===== src/rtl/rl_pkg.sv =====
`timescale 1ns/1ps
package rl_pkg;
    localparam int unsigned DEF_GROUPS  = 8;
    localparam int unsigned DEF_GROUP_W = 8;
    localparam int unsigned DEF_CNT_W   = 8;

    typedef struct packed {
        logic set_hit;
        logic clr_hit;
    } rl_strobe_t;
endpackage


===== src/rtl/rl_bitmap.sv =====
`timescale 1ns/1ps
module rl_bitmap #(
    parameter int unsigned GROUPS  = rl_pkg::DEF_GROUPS,
    parameter int unsigned GROUP_W = rl_pkg::DEF_GROUP_W,
    parameter int unsigned PRIO_W  = $clog2(GROUPS * GROUP_W)
) (
    input  logic                        clk,
    input  logic                        rst_n,
    input  logic                        set_en,
    input  logic [PRIO_W-1:0]           set_prio,
    input  logic                        clr_en,
    input  logic [PRIO_W-1:0]           clr_prio,
    output logic [GROUPS-1:0]           grp_map,
    output logic [GROUPS*GROUP_W-1:0]   ready_flat
);
    localparam int unsigned NUM   = GROUPS * GROUP_W;
    localparam int unsigned BIT_W = $clog2(GROUP_W);
    localparam logic [PRIO_W-1:0] IDLE = PRIO_W'(NUM - 1);

    typedef struct packed {
        logic [GROUPS-1:0]              grp;
        logic [GROUPS-1:0][GROUP_W-1:0] tbl;
    } map_t;

    map_t map_d, map_q;
    rl_pkg::rl_strobe_t stb;

    always_comb begin
        map_d       = map_q;
        stb.set_hit = set_en;
        stb.clr_hit = clr_en && (clr_prio != IDLE);
        if (stb.set_hit)
            map_d.tbl[set_prio[PRIO_W-1:BIT_W]][set_prio[BIT_W-1:0]] = 1'b1;
        // clear is applied last so it wins over a set of the same level
        if (stb.clr_hit)
            map_d.tbl[clr_prio[PRIO_W-1:BIT_W]][clr_prio[BIT_W-1:0]] = 1'b0;
        for (int g = 0; g < int'(GROUPS); g++)
            map_d.grp[g] = |map_d.tbl[g];
    end

    always_ff @(posedge clk or negedge rst_n) begin
        if (!rst_n) begin
            map_q                           <= '0;
            map_q.tbl[GROUPS-1][GROUP_W-1]  <= 1'b1;
            map_q.grp[GROUPS-1]             <= 1'b1;
        end else begin
            map_q <= map_d;
        end
    end

    assign grp_map    = map_q.grp;
    assign ready_flat = map_q.tbl;

    generate
        for (genvar g = 0; g < GROUPS; g++) begin : g_sum_chk
            p_group_summary_r2: assert property (@(posedge clk) disable iff (!rst_n)
                grp_map[g] == (|ready_flat[g*GROUP_W +: GROUP_W]));
        end
    endgenerate

    p_idle_ready_r4: assert property (@(posedge clk) disable iff (!rst_n)
        ready_flat[NUM-1]);

    p_clear_wins_r5: assert property (@(posedge clk) disable iff (!rst_n)
        (set_en && clr_en && set_prio == clr_prio && clr_prio != IDLE)
        |=> !ready_flat[$past(clr_prio)]);

    p_set_marks_r1: assert property (@(posedge clk) disable iff (!rst_n)
        (set_en && !(clr_en && clr_prio == set_prio)) |=> ready_flat[$past(set_prio)]);
endmodule


===== src/rtl/rl_encoder.sv =====
`timescale 1ns/1ps
module rl_encoder #(
    parameter int unsigned GROUPS  = rl_pkg::DEF_GROUPS,
    parameter int unsigned GROUP_W = rl_pkg::DEF_GROUP_W,
    parameter int unsigned PRIO_W  = $clog2(GROUPS * GROUP_W)
) (
    input  logic [GROUPS-1:0]           grp_map,
    input  logic [GROUPS*GROUP_W-1:0]   ready_flat,
    output logic [PRIO_W-1:0]           top_prio,
    output logic                        top_valid
);
    localparam int unsigned BIT_W = $clog2(GROUP_W);
    localparam int unsigned GRP_W = PRIO_W - BIT_W;

    logic [GRP_W-1:0]   g_sel;
    logic [BIT_W-1:0]   b_sel;
    logic [GROUP_W-1:0] row;

    // level one: lowest set summary bit picks the row
    always_comb begin
        g_sel = '0;
        for (int i = int'(GROUPS) - 1; i >= 0; i--)
            if (grp_map[i]) g_sel = GRP_W'(i);
    end

    assign row = ready_flat[g_sel*GROUP_W +: GROUP_W];

    // level two: lowest set bit inside the chosen row
    always_comb begin
        b_sel = '0;
        for (int j = int'(GROUP_W) - 1; j >= 0; j--)
            if (row[j]) b_sel = BIT_W'(j);
    end

    assign top_prio  = {g_sel, b_sel};
    assign top_valid = |grp_map;
endmodule


===== src/rtl/rl_nest_ctr.sv =====
`timescale 1ns/1ps
module rl_nest_ctr #(
    parameter int unsigned CNT_W = rl_pkg::DEF_CNT_W
) (
    input  logic clk,
    input  logic rst_n,
    input  logic inc,
    input  logic dec,
    output logic busy
);
    localparam logic [CNT_W-1:0] CMAX = '1;

    logic [CNT_W-1:0] cnt_d, cnt_q;

    always_comb begin
        cnt_d = cnt_q;
        if (inc && !dec && cnt_q != CMAX) cnt_d = cnt_q + 1'b1;
        if (dec && !inc && cnt_q != '0)   cnt_d = cnt_q - 1'b1;
    end

    always_ff @(posedge clk or negedge rst_n) begin
        if (!rst_n) cnt_q <= '0;
        else        cnt_q <= cnt_d;
    end

    assign busy = (cnt_q != '0);

    // shared by the lock count and the nesting count
    p_dec_floor_r7: assert property (@(posedge clk) disable iff (!rst_n)
        (!busy && dec && !inc) |=> !busy);
    p_inc_step_r7: assert property (@(posedge clk) disable iff (!rst_n)
        (inc && !dec && cnt_q != CMAX) |=> cnt_q == $past(cnt_q) + 1'b1);
    p_sat_r8: assert property (@(posedge clk) disable iff (!rst_n)
        (inc && !dec && cnt_q == CMAX) |=> cnt_q == CMAX);
endmodule


===== src/rtl/ready_list_sched.sv =====
`timescale 1ns/1ps
module ready_list_sched #(
    parameter int unsigned GROUPS  = rl_pkg::DEF_GROUPS,
    parameter int unsigned GROUP_W = rl_pkg::DEF_GROUP_W,
    parameter int unsigned CNT_W   = rl_pkg::DEF_CNT_W,
    parameter int unsigned PRIO_W  = $clog2(GROUPS * GROUP_W)
) (
    input  logic              clk,
    input  logic              rst_n,
    input  logic              set_en,
    input  logic [PRIO_W-1:0] set_prio,
    input  logic              clr_en,
    input  logic [PRIO_W-1:0] clr_prio,
    input  logic [PRIO_W-1:0] run_prio,
    input  logic              lock_req,
    input  logic              unlock_req,
    input  logic              int_enter,
    input  logic              int_exit,
    output logic [GROUPS-1:0] grp_map,
    output logic [PRIO_W-1:0] top_prio,
    output logic              top_valid,
    output logic              switch_req
);
    localparam int unsigned NUM = GROUPS * GROUP_W;

    logic [NUM-1:0] ready_flat;
    logic           lock_busy, nest_busy;

    rl_bitmap #(.GROUPS(GROUPS), .GROUP_W(GROUP_W), .PRIO_W(PRIO_W)) u_map (
        .clk(clk), .rst_n(rst_n),
        .set_en(set_en), .set_prio(set_prio),
        .clr_en(clr_en), .clr_prio(clr_prio),
        .grp_map(grp_map), .ready_flat(ready_flat)
    );

    rl_encoder #(.GROUPS(GROUPS), .GROUP_W(GROUP_W), .PRIO_W(PRIO_W)) u_enc (
        .grp_map(grp_map), .ready_flat(ready_flat),
        .top_prio(top_prio), .top_valid(top_valid)
    );

    rl_nest_ctr #(.CNT_W(CNT_W)) u_lock (
        .clk(clk), .rst_n(rst_n), .inc(lock_req), .dec(unlock_req), .busy(lock_busy)
    );

    rl_nest_ctr #(.CNT_W(CNT_W)) u_nest (
        .clk(clk), .rst_n(rst_n), .inc(int_enter), .dec(int_exit), .busy(nest_busy)
    );

    assign switch_req = top_valid && (top_prio != run_prio) && !lock_busy && !nest_busy;

    p_top_ready_r3: assert property (@(posedge clk) disable iff (!rst_n)
        top_valid |-> ready_flat[top_prio]);
    p_top_lowest_r3: assert property (@(posedge clk) disable iff (!rst_n)
        (ready_flat & ((NUM'(1) << top_prio) - NUM'(1))) == '0);
    p_no_self_switch_r6: assert property (@(posedge clk) disable iff (!rst_n)
        (top_prio == run_prio) |-> !switch_req);
endmodule


===== config.mk =====
export PLATFORM = sky130hd
export DESIGN_NAME = ready_list_sched
export DESIGN_NICKNAME = d
export VERILOG_FILES = /design/src/rtl/rl_pkg.sv /design/src/rtl/rl_bitmap.sv /design/src/rtl/rl_encoder.sv /design/src/rtl/rl_nest_ctr.sv /design/src/rtl/ready_list_sched.sv
export SDC_FILE = /design/constraint.sdc
export NUM_CORES = 1
export LEC_CHECK = 0
export CAP_MARGIN = 20
export CORE_MARGIN = 3
export CORE_UTILIZATION = 30
export CTS_CLUSTER_DIAMETER = 150
export DETAILED_ROUTE_END_ITERATION = 10
export PLACE_DENSITY = 0.54
export SLEW_MARGIN = 20
export SYNTH_ARGS = -nofsm -noshare
export SYNTH_HDL_FRONTEND = slang
export SYNTH_SLANG_ARGS = --single-unit

===== constraint.sdc =====
create_clock -name clk -period 3.85 [get_ports clk]
set_clock_uncertainty 0.2 [all_clocks]
set_input_delay 1.155 -clock clk [delete_from_list [all_inputs] [get_ports clk]]
set_output_delay 1.155 -clock clk [all_outputs]
set_load 0.05 [all_outputs]

==> After elaboration in Yosys (flattened, before gate mapping) <==
Cells that the tools add are included.
{ "word_totals": {"in_bits": 26, "elab_cells": 96, "ff_bits": 88, "output_inout_bits": 16} }
{ "classes": {"shift": 1, "n_reduce_logical": 35, "n_addsub": 4, "bitwise": 3, "n_eq_ne": 4, "muxes": 30, "magnitude_cmp": 8} }
{ "ops": {"columns": ["op", "count"], "rows": [
  ["$mux 64", 2],
  ["$reduce_or 8->1", 9],
  ["$and 64x64->64", 1],
  ["$not 64->64", 1],
  ["$or 64x64->64", 1],
  ["$shiftx 64x7->8", 1],
  ["$demux 8 s3", 2],
  ["$mux 3", 16],
  ["$mux 8", 6],
  ["$add 8x1->8 const B", 2],
  ["$logic_and 1x1->1", 16],
  ["$lt 3x4->1 const B", 4],
  ["$ne 8x8->1 const B", 2],
  ["$reduce_bool 8->1", 2],
  ["$sub 8x1->8 const B", 2],
  ["$ge 3x1->1 const B", 4],
  ["$demux 1 s3", 2],
  ["$logic_not 1->1", 6],
  ["$ne 6x6->1", 1],
  ["$ne 6x6->1 const B", 1],
  ["$reduce_bool 2->1", 2],
  ["$mux 1", 2]
]} }

==> Longest topological paths before layout <==
Gate-level depths: netlist of the first run.
{ "logic_depth": {"word_depth": 21, "ltp_mapped": 15, "mapped_depth_nobuf": 15} }

==> Hierarchy <==
Synthesis of the first run repeated with hierarchy kept, for this count alone.
{ "hier_totals": {"hier_cells": 548, "hier_area_um2": 5392.7} }
{ "modules_own_cells": {"columns": ["module", "seq_area_each_um2", "area_per_inst_um2", "instances", "cells_per_inst"], "rows": [
  ["rl_bitmap", 1804.2, 3123.0, 1, 304],
  ["rl_nest_ctr", 200.2, 710.7, 2, 81],
  ["rl_encoder", 0.0, 773.2, 1, 71],
  ["ready_list_sched", 0.0, 75.1, 1, 11]
]} }

==> Worst setup path before layout of the first run <==
OpenSTA, ideal clock, no wires.
{ "synth_timing": {"kind": "register to output", "start": "register u_map.map_q (netlist bit u_map.grp_map[7])", "end": "output port switch_req", "path_buffers": 0, "setup_slack_ns": -1.087, "required_time_ns": 2.495, "stages_incl_launch_ff": 11, "arrival_time_ns": 3.582, "cell_sequence": "dfstp_2 -> nor2b_1 -> o21a_1 -> nor2_4 -> inv_1 -> mux2_1 -> a211oi_2 -> nand3_1 -> a21boi_2 -> xnor2_1 -> a41oi_2"} }
{ "synth_between": {"elab_chain_cells": 21, "elab_cells_between_ends": 22, "classes_between": "1 x eq/ne; 1 x shift; 16 x mux; 4 x reduce/logical"} }
{ "synth_lines": {"columns": ["element", "line", "source"], "rows": [
  ["from (decl)", "rl_bitmap.sv:25", "map_t map_d, map_q;"],
  ["from (signal assigned)", "rl_bitmap.sv:47", "map_q <= map_d;"],
  ["$mux 3 (*) (8 in a row)", "rl_encoder.sv:23", "if (grp_map[i]) g_sel = GRP_W'(i);"],
  ["via top_prio[3]", "ready_list_sched.sv:20", "output logic [PRIO_W-1:0] top_prio,"],
  ["$shiftx 64x7->8 (*)", "rl_encoder.sv:26", "assign row = ready_flat[g_sel*GROUP_W +: GROUP_W];"],
  ["$mux 3 (7 in a row)", "rl_encoder.sv:32", "if (row[j]) b_sel = BIT_W'(j);"],
  ["$mux 3 (*)", "rl_encoder.sv:32", null],
  ["via top_prio[1]", "ready_list_sched.sv:20", null],
  ["$ne 6x6->1 (*)", "ready_list_sched.sv:49", "assign switch_req = top_valid && (top_prio != run_prio) && !lock_busy && !nest_busy;"],
  ["$logic_and 1x1->1 (*) (3 in a row)", "ready_list_sched.sv:49", null],
  ["to (decl)", "ready_list_sched.sv:22", "output logic switch_req"]
]} }
Mark *: on every way through the listed nets, which the timed path passes. The rest lies on a longest branch.

==> Worst setup path after layout of the first run <==
{ "layout_timing": {"start": "register u_map.map_q (netlist bit u_map.grp_map[1])", "end": "output port switch_req"} }
{ "layout_between": {"elab_chain_cells": 15, "elab_cells_between_ends": 16, "classes_between": "1 x eq/ne; 1 x shift; 10 x mux; 4 x reduce/logical"} }
{ "layout_lines": {"columns": ["element", "line"], "rows": [
  ["$mux 3 (2 in a row)", "rl_encoder.sv:23"],
  ["$shiftx 64x7->8", "rl_encoder.sv:26"],
  ["$mux 3 (8 in a row)", "rl_encoder.sv:32"],
  ["$ne 6x6->1", "ready_list_sched.sv:49"],
  ["$logic_and 1x1->1 (*) (3 in a row)", "ready_list_sched.sv:49"]
]} }
Mark *: on every way between the ends. The rest lies on a longest branch, timed or not.

==> run metrics, run 1 <==
RSZ-0062 raised after global routing=true; Final WS setup=-0.650 ns; Synth top cells by count=150 x a21oi_1, 86 x dfrtp_1, 38 x nor2_1; Nets=676; Post-synth EDFFs=0; CTS tree=done; final setup TNS=-2.01 ns; slew at the pin with the worst max-slew slack=0.885 ns; Multi-input gate area=2570 µm²; antenna cells=0; initial antenna violation count=0; Synthesis Warnings=0; fmax=222 MHz; flops & latches, synth=88; fin util=41.3%; final setup fails=4; die extent in x=133 µm; CP most frequent cell=or3_4; total power=3.82 mW; CTS Buffer Depth=2; Avg Inst Size Synth=8.99 µm²; PwrDens=596 nW/µm²; critical path's slowest cell=dfrtp_2; Final Hold Fails=0; Yosys top cell area share=44.2%; Site Rows=45; Routed Antenna Nets=0; post-placement setup slack=-0.324 ns; Worst Setup Start Kind=register; Tot GR Track Use=18.9%; Worst setup EP type=output pin; fill cell total of the finished layout=1557; WL/cell=19.5 µm; Yosys top cell by area=dfrtp_1; IO Port Bufs=41; Worst slew margin=40.9%; initial core utilization=31.3%; Vias/cell=5.56; cts bufs inserted=9; HP Class=reg -> reg; sequential area share after synthesis=45.3%; CP arrival=3.15 ns; period utilization=117%; static leakage=2.76 nW; Syn-to-layout area delta=31.8%; Setup Crit Path Kind=reg -> out; DR vias=4739; post-layout minimum cycle time=4.50 ns; ranking of synthesized cells by area=dfrtp_1 44%, a21oi_1 15%, ha_1 3.1%; Clock Latency Late Sink=0.35 ns; ys flop type=dfrtp_1; Hold Slack=0.294 ns; Clock Root Buffer=clkbuf_16; Mapped Nets=581; Ports=42; most numerous cell in the Yosys netlist=a21oi_1; Final Wtd Congestion=0.966; core area=15500 µm²; total grt overflow=0; HPWL after DPL=12600 µm; number of global-route vias before repair=4705; CTS Sinks=88; Routed WL=16600 µm; cell area after synthesis=4870 µm²; Mapped Cells=541; status=finished, violations left; first-pass GRT wire length=25900 µm; Synth cell types=60; initial detailed-routing violation count=401; Die Height=133 µm; largest net degree at the start of global routing=48; register area=2210 µm²; die area=17800 µm²; CTS H-tree depth=3; failing checks=setup timing; crit path cell chain=or3_4 > or3_4 > buf_6 > a221o_1 > a211oi_2 > a311o_2 > and2_4 > and3_4 > xnor2_2 > a41oi_4 > buf_12; layout cells sized above 1=19.2%; CP Data Required Time=2.49 ns; Synth async-reset ratio=100%; drt drc=0; iteration count of the initial detailed-routing pass=5; worst-path fanout max=7; post-cts hold buffer count=0; Worst IR Drop VDD=0.237 mV; Final Slew Violations=0; clock slew at the register clock pins of the worst setup and hold paths=0.06 ns; slowest stage delay, CP=0.40 ns; Max Cap Viol=0
[cell type report]
cell class | instances | area share [%]
clock inverters | 1 | 0.117
multi-input cells | 410 | 40.1
clock buffers | 15 | 4.64
well taps | 211 | 4.12
inverters | 23 | 1.44
repair buffers | 104 | 15.0
flip-flops and latches | 88 | 34.5
[cell families (layout without fill, tap and decap cells)]
family | count (synthesis) | count (layout) | share of synthesized area [%]
compound gates | 216 | 216 | 25.7
xor+xnor | 20 | 20 | 3.60
fa+ha+maj | 14 | 14 | 3.91
buf+inv | 43 | 143 | 3.70
flops | 88 | 88 | 45.3
mux | 8 | 8 | 1.72
simple gates | 152 | 152 | 16.0
[metrics by stage]
stage	instance area, µm²	cells
after floorplan	4930	541
after global placement	6010	833
after detailed placement	6010	833
after CTS	6400	852
after global routing	6410	852
final	6410	852
[metal layers]
layer | wire length [µm] | vias up | GRT usage, %
li1 | - | 2183 | -
met3 | 1030 | 32 | 3.13
met2 | 7950 | 197 | 31.6
met4 | 507 | 0 | 8.23
met1 | 7080 | 2327 | 24.1
met5 | 0 | - | 0
[final timing paths]
path | cells past startpoint | slack [ns] | start | end
setup reg to reg | 15 | 0.50 | u_lock.cnt_q[1] | u_lock.cnt_q[7]
min in group asynchronous | 1 | 0.59 | rst_n | u_map.ready_flat[5]
setup / recovery | 11 | -0.65 | u_map.grp_map[1] | switch_req
hold reg to reg | 1 | 0.29 | u_nest.cnt_q[7] | u_nest.cnt_q[7]
max in group asynchronous | 2 | 2.15 | rst_n | u_map.grp_map[7]
hold / removal | 1 | 0.29 | u_nest.cnt_q[7] | u_nest.cnt_q[7]
[power by group]
| part | internal, mW | total [mW] | switching (mW) |
|---|---|---|---|
| logic | 0.746 | 1.57 | 0.820 |
| registers | 1.16 | 1.37 | 0.212 |
| clock network | 0.526 | 0.880 | 0.354 |
| total | 2.43 | 3.82 | 1.39 |
[critical path, delay by kind of cell, from the launching register on]
kind / cells / cell delay, ns
xor+xnor: 1 / 0.08
buf+inv: 2 / 0.31
flops: 1 / 0.40
simple gates: 4 / 1.12
compound gates: 4 / 0.90
[cell usage in the layout (no fill, tap or decap), drive strengths merged, types with 5 or more instances in the layout]
cell type and instances:
nand3 12, mux2i 5, dfrtp 86, a21oi 150
a31oi 6, ha 12, o21bai 6, nor4 17
a221oi 6, nor3 9, xnor2 16, nand4 7
nand2 36, clkbuf 15, inv 22, buf 71
nor3b 6, o21ai 18, clkdlybuf4s50 33, a221o 7
nor2 39
[timing repair]
item,4_1_cts,5_1_grt
setup buffers,3,0
hold endpoints to repair,0,0
gates resized for setup,14,3
endpoints found under the setup margin,4,4
pin swaps,7,0
[flip-flops by register name (all words and copies together) (netlist names)]
name	count
u_map.ready_flat	64
u_lock.cnt_q	8
u_map.grp_map	8
u_nest.cnt_q	8
Power figures use the tool's default switching activity.
==> inputs of run 2 (changes only) <==
--- a/config.mk
+++ b/config.mk
@@ -10,8 +10,9 @@
 export CORE_UTILIZATION = 30
 export CTS_CLUSTER_DIAMETER = 150
 export DETAILED_ROUTE_END_ITERATION = 10
-export PLACE_DENSITY = 0.54
+export PLACE_DENSITY = 0.53
 export SLEW_MARGIN = 20
 export SYNTH_ARGS = -nofsm -noshare
 export SYNTH_HDL_FRONTEND = slang
+export SYNTH_HIERARCHICAL = 1
 export SYNTH_SLANG_ARGS = --single-unit
==> run 2 against run 1 <==
Against the previous run: the flow still finishes with violations (setup timing); fmax shrank 9.8%; non-clock buffer count grew 7; utilization shrank 1.6 points; sequential cell count is the same; worst hold slack gained 0.087 ns.
==> run metrics, run 2 <==
die extent in x=140 µm (+5.0%); CTS tree=done; failing checks=setup timing; CTS H-tree depth=3 (unchanged); Final WS setup=-1.14 ns (-0.488 ns); Worst setup EP type=output pin; HP Class=reg -> reg; Vias/cell=5.59 (+0.58%); core area=17400 µm² (+12%); CP arrival=3.63 ns (+0.48 ns); Internal=2.31 mW (-5.1%); multiplexer share of the synthesized area=7.98% (+6.3 points); cell area after synthesis=5390 µm² (+11%); Hold Slack=0.381 ns (+0.0872 ns); cts bufs inserted=9 (unchanged); most numerous cell in the Yosys netlist=a21oi_1; Yosys top cell by area=dfrtp_1; Synth Area in XOR/XNOR=1.95% (-1.7 points); die area=19600 µm² (+10%); Nets=681 (+0.74%); Final Slew Violations=0 (unchanged); Setup Crit Path Kind=reg -> out; Synthesis Warnings=6 (+6); final setup TNS=-3.20 ns (-1.19 ns); total grt overflow=0 (unchanged); Worst IR Drop VDD=0.207 mV (-13%); Psw=1.44 mW (+4.1%); antenna cells=0 (unchanged); PwrDens=543 nW/µm² (-8.9%); Post-Synth Adder-Cell Area=3.53% (-0.38 points); worst-path fanout max=6 (-1); initial antenna violation count=0 (unchanged); initial core utilization=31.0% (-0.35 points); Max Cap Viol=0 (unchanged); final setup fails=4 (unchanged); layout cells sized above 1=22.4% (+3.3 points); post-layout minimum cycle time=4.99 ns (+0.488 ns); Final Wtd Congestion=0.927 (-4.1%); drt drc=0 (unchanged); Worst slew margin=24.5% (-16 points); Die Height=140 µm (+5.0%); Post-Synth Simple-Gate Area=18.6% (+2.6 points); clock slew at the register clock pins of the worst setup and hold paths=0.06 ns (about the same); Mapped Cells=548 (+1.3%); largest net degree at the start of global routing=50 (+4.2%); first-pass GRT wire length=26800 µm (+3.5%); Syn-to-layout area delta=28.2%; number of flip-flops under the largest register name=64 (unchanged); WL/cell=19.2 µm (-1.3%); Ports=42 (unchanged); Final Hold Fails=0 (unchanged); period utilization=130% (+13 points); Mapped Nets=588 (+1.2%); CTS Sinks=88 (unchanged); Synth Area in Compound Gates=23.0% (-2.7 points); most common cell after layout, fill and taps aside=a21oi_1; Synth async-reset ratio=100% (unchanged); HPWL after DPL=12900 µm (+2.5%); clock power share=21.7% (-1.3 points); IO Port Bufs=41 (unchanged); status=finished, violations left; post-cts hold buffer count=0 (unchanged); DR vias=4873 (+2.8%); Routed WL=16700 µm (+0.89%); Yosys top cell area share=39.9% (-4.3 points); Post-synth EDFFs=0 (unchanged); Routed Antenna Nets=0 (unchanged); fin util=39.7% (-1.6 points); fmax=200 MHz (-9.8%); Clock Latency Late Sink=0.34 ns (about the same); slew at the pin with the worst max-slew slack=1.13 ns (+0.245 ns); initial detailed-routing violation count=279 (-30%); sequential area share after synthesis=40.9% (-4.4 points); flops & latches, synth=88 (unchanged); iteration count of the initial detailed-routing pass=5 (unchanged); Clock Root Buffer=clkbuf_16; ranking of synthesized cells by area=dfrtp_1 40%, a21oi_1 13%, mux4_1 4.9%; sequential power share=37.0% (+1.0 points); sw frac=38.5% (+2.2 points); Tot GR Track Use=17.2% (-1.7 points); Synth cell types=75 (+25%); CTS Buffer Depth=2 (unchanged); number of global-route vias before repair=4852 (+3.1%); most frequent cells in the layout=137 x a21oi_1, 85 x dfrtp_1, 64 x buf_4; Site Rows=48 (+6.7%); Avg Inst Size Synth=9.84 µm² (+9.4%); static leakage=2.87 nW (+4.1%); RSZ-0062 raised after global routing=true; ys flop type=dfrtp_1; CP Data Required Time=2.49 ns (about the same); Worst Setup Start Kind=register; Synth top cells by count=139 x a21oi_1, 86 x dfrtp_1, 21 x nand2_1; combinational group share of total power=41.3% (+0.3 points); largest family of logic cells by synthesized area=compound AO/OA/AOI/OAI gates
==> run 2: cell types whose count changed after synthesis, sizes merged, moves of 6 or more <==
cell    before  now
mux4         0   10
nand2b       4   12
xor2         4   10
nand3       12   19
a21oi      150  140
a221oi       6    0
o211ai       1    7
nor2        39   22
buf          5   15
xnor2       16    2
inv         23   15
nand2       36   23
a221o        7    0
==> run 2: cell families after synthesis <==
logic type | after synthesis
xor+xnor | 12
buf+inv | 44
mux | 26
flops | 88
simple gates | 159
fa+ha+maj | 14
compound gates | 205
==> run 2: worst max-delay path, cell delays in order (launching register included) <==
cell	delay, ns
dfstp_4	0.63
nor2_4	0.04
o31ai_4	0.29
nand2_4	0.10
inv_8	0.09
buf_6	0.11
mux4_2	0.50
mux2_4	0.29
nor3b_1	0.14
or3_4	0.40
xor2_2	0.16
nor4_2	0.17
buf_4	0.17
a21oi_4	0.04
buf_6	0.15
==> run 2: metal layers <==
layer / GRT usage, % / vias up / wire, µm
met5: 0 / - / 0
li1: - / 2287 / -
met2: 28.3 / 153 / 8160
met4: 6.53 / 0 / 417
met3: 2.77 / 28 / 900
met1: 22.7 / 2405 / 7250
==> run 2: through the flow <==
| step | worst slack [ns] | area [µm²] | total power, mW | std cells |
|---|---|---|---|---|
| 6_report | -1.14 | 6910 | 3.75 | 871 |
| 5_1_grt | -1.24 | 6910 | 4.01 | 871 |
| 4_1_cts | -1.18 | 6890 | 3.76 | 870 |
| 3_5_place_dp | -0.840 | 6530 | 2.90 | 849 |
| 3_3_place_gp | -0.807 | 6530 | 2.87 | 849 |
| 2_1_floorplan | -0.930 | 5460 | 2.37 | 548 |
==> run 2: path summary, 6_finish.rpt <==
| check | from | end | slack, ns | depth (start not counted) |
|---|---|---|---|---|
| max | u_map/grp_map[7] | switch_req | -1.14 | 14 |
| min | u_lock/cnt_q[6] | u_lock/cnt_q[6] | 0.38 | 2 |
| max reg2reg | u_lock/cnt_q[4] | u_lock/cnt_q[6] | 0.85 | 8 |
| min reg2reg | u_lock/cnt_q[6] | u_lock/cnt_q[6] | 0.38 | 2 |
| max in group asynchronous | rst_n | u_map/ready_flat[63] | 2.06 | 2 |
| min in group asynchronous | rst_n | u_map/ready_flat[61] | 0.62 | 1 |
==> run 2: timing repair <==
item | 4_1_cts | 5_1_grt
buffers inserted | 5 | 1
setup endpoints to repair | 4 | 4
gates resized for setup | 15 | 6
pin swaps | 6 | 2
endpoints found under the hold margin | 0 | 0
==> run 2: cell type report <==
cell class                 count  area, µm²
clock inverter                 5       41.3
tap                          225        282
sequential                    88       2210
inverter                      15       63.8
fill                        1729      10500
multi-input combinational    416       3050
timing repair buffer         111       1040
clock buffer                  11        233
==> run 2: power by group through the flow <==
stage	clock [mW]	sequential [mW]	combinational, mW
finish	0.814	1.39	1.55
global route	0.881	1.42	1.71
CTS	0.840	1.38	1.54
detailed placement	0	1.39	1.50
global placement	0	1.40	1.47
floorplan	0	1.35	1.02
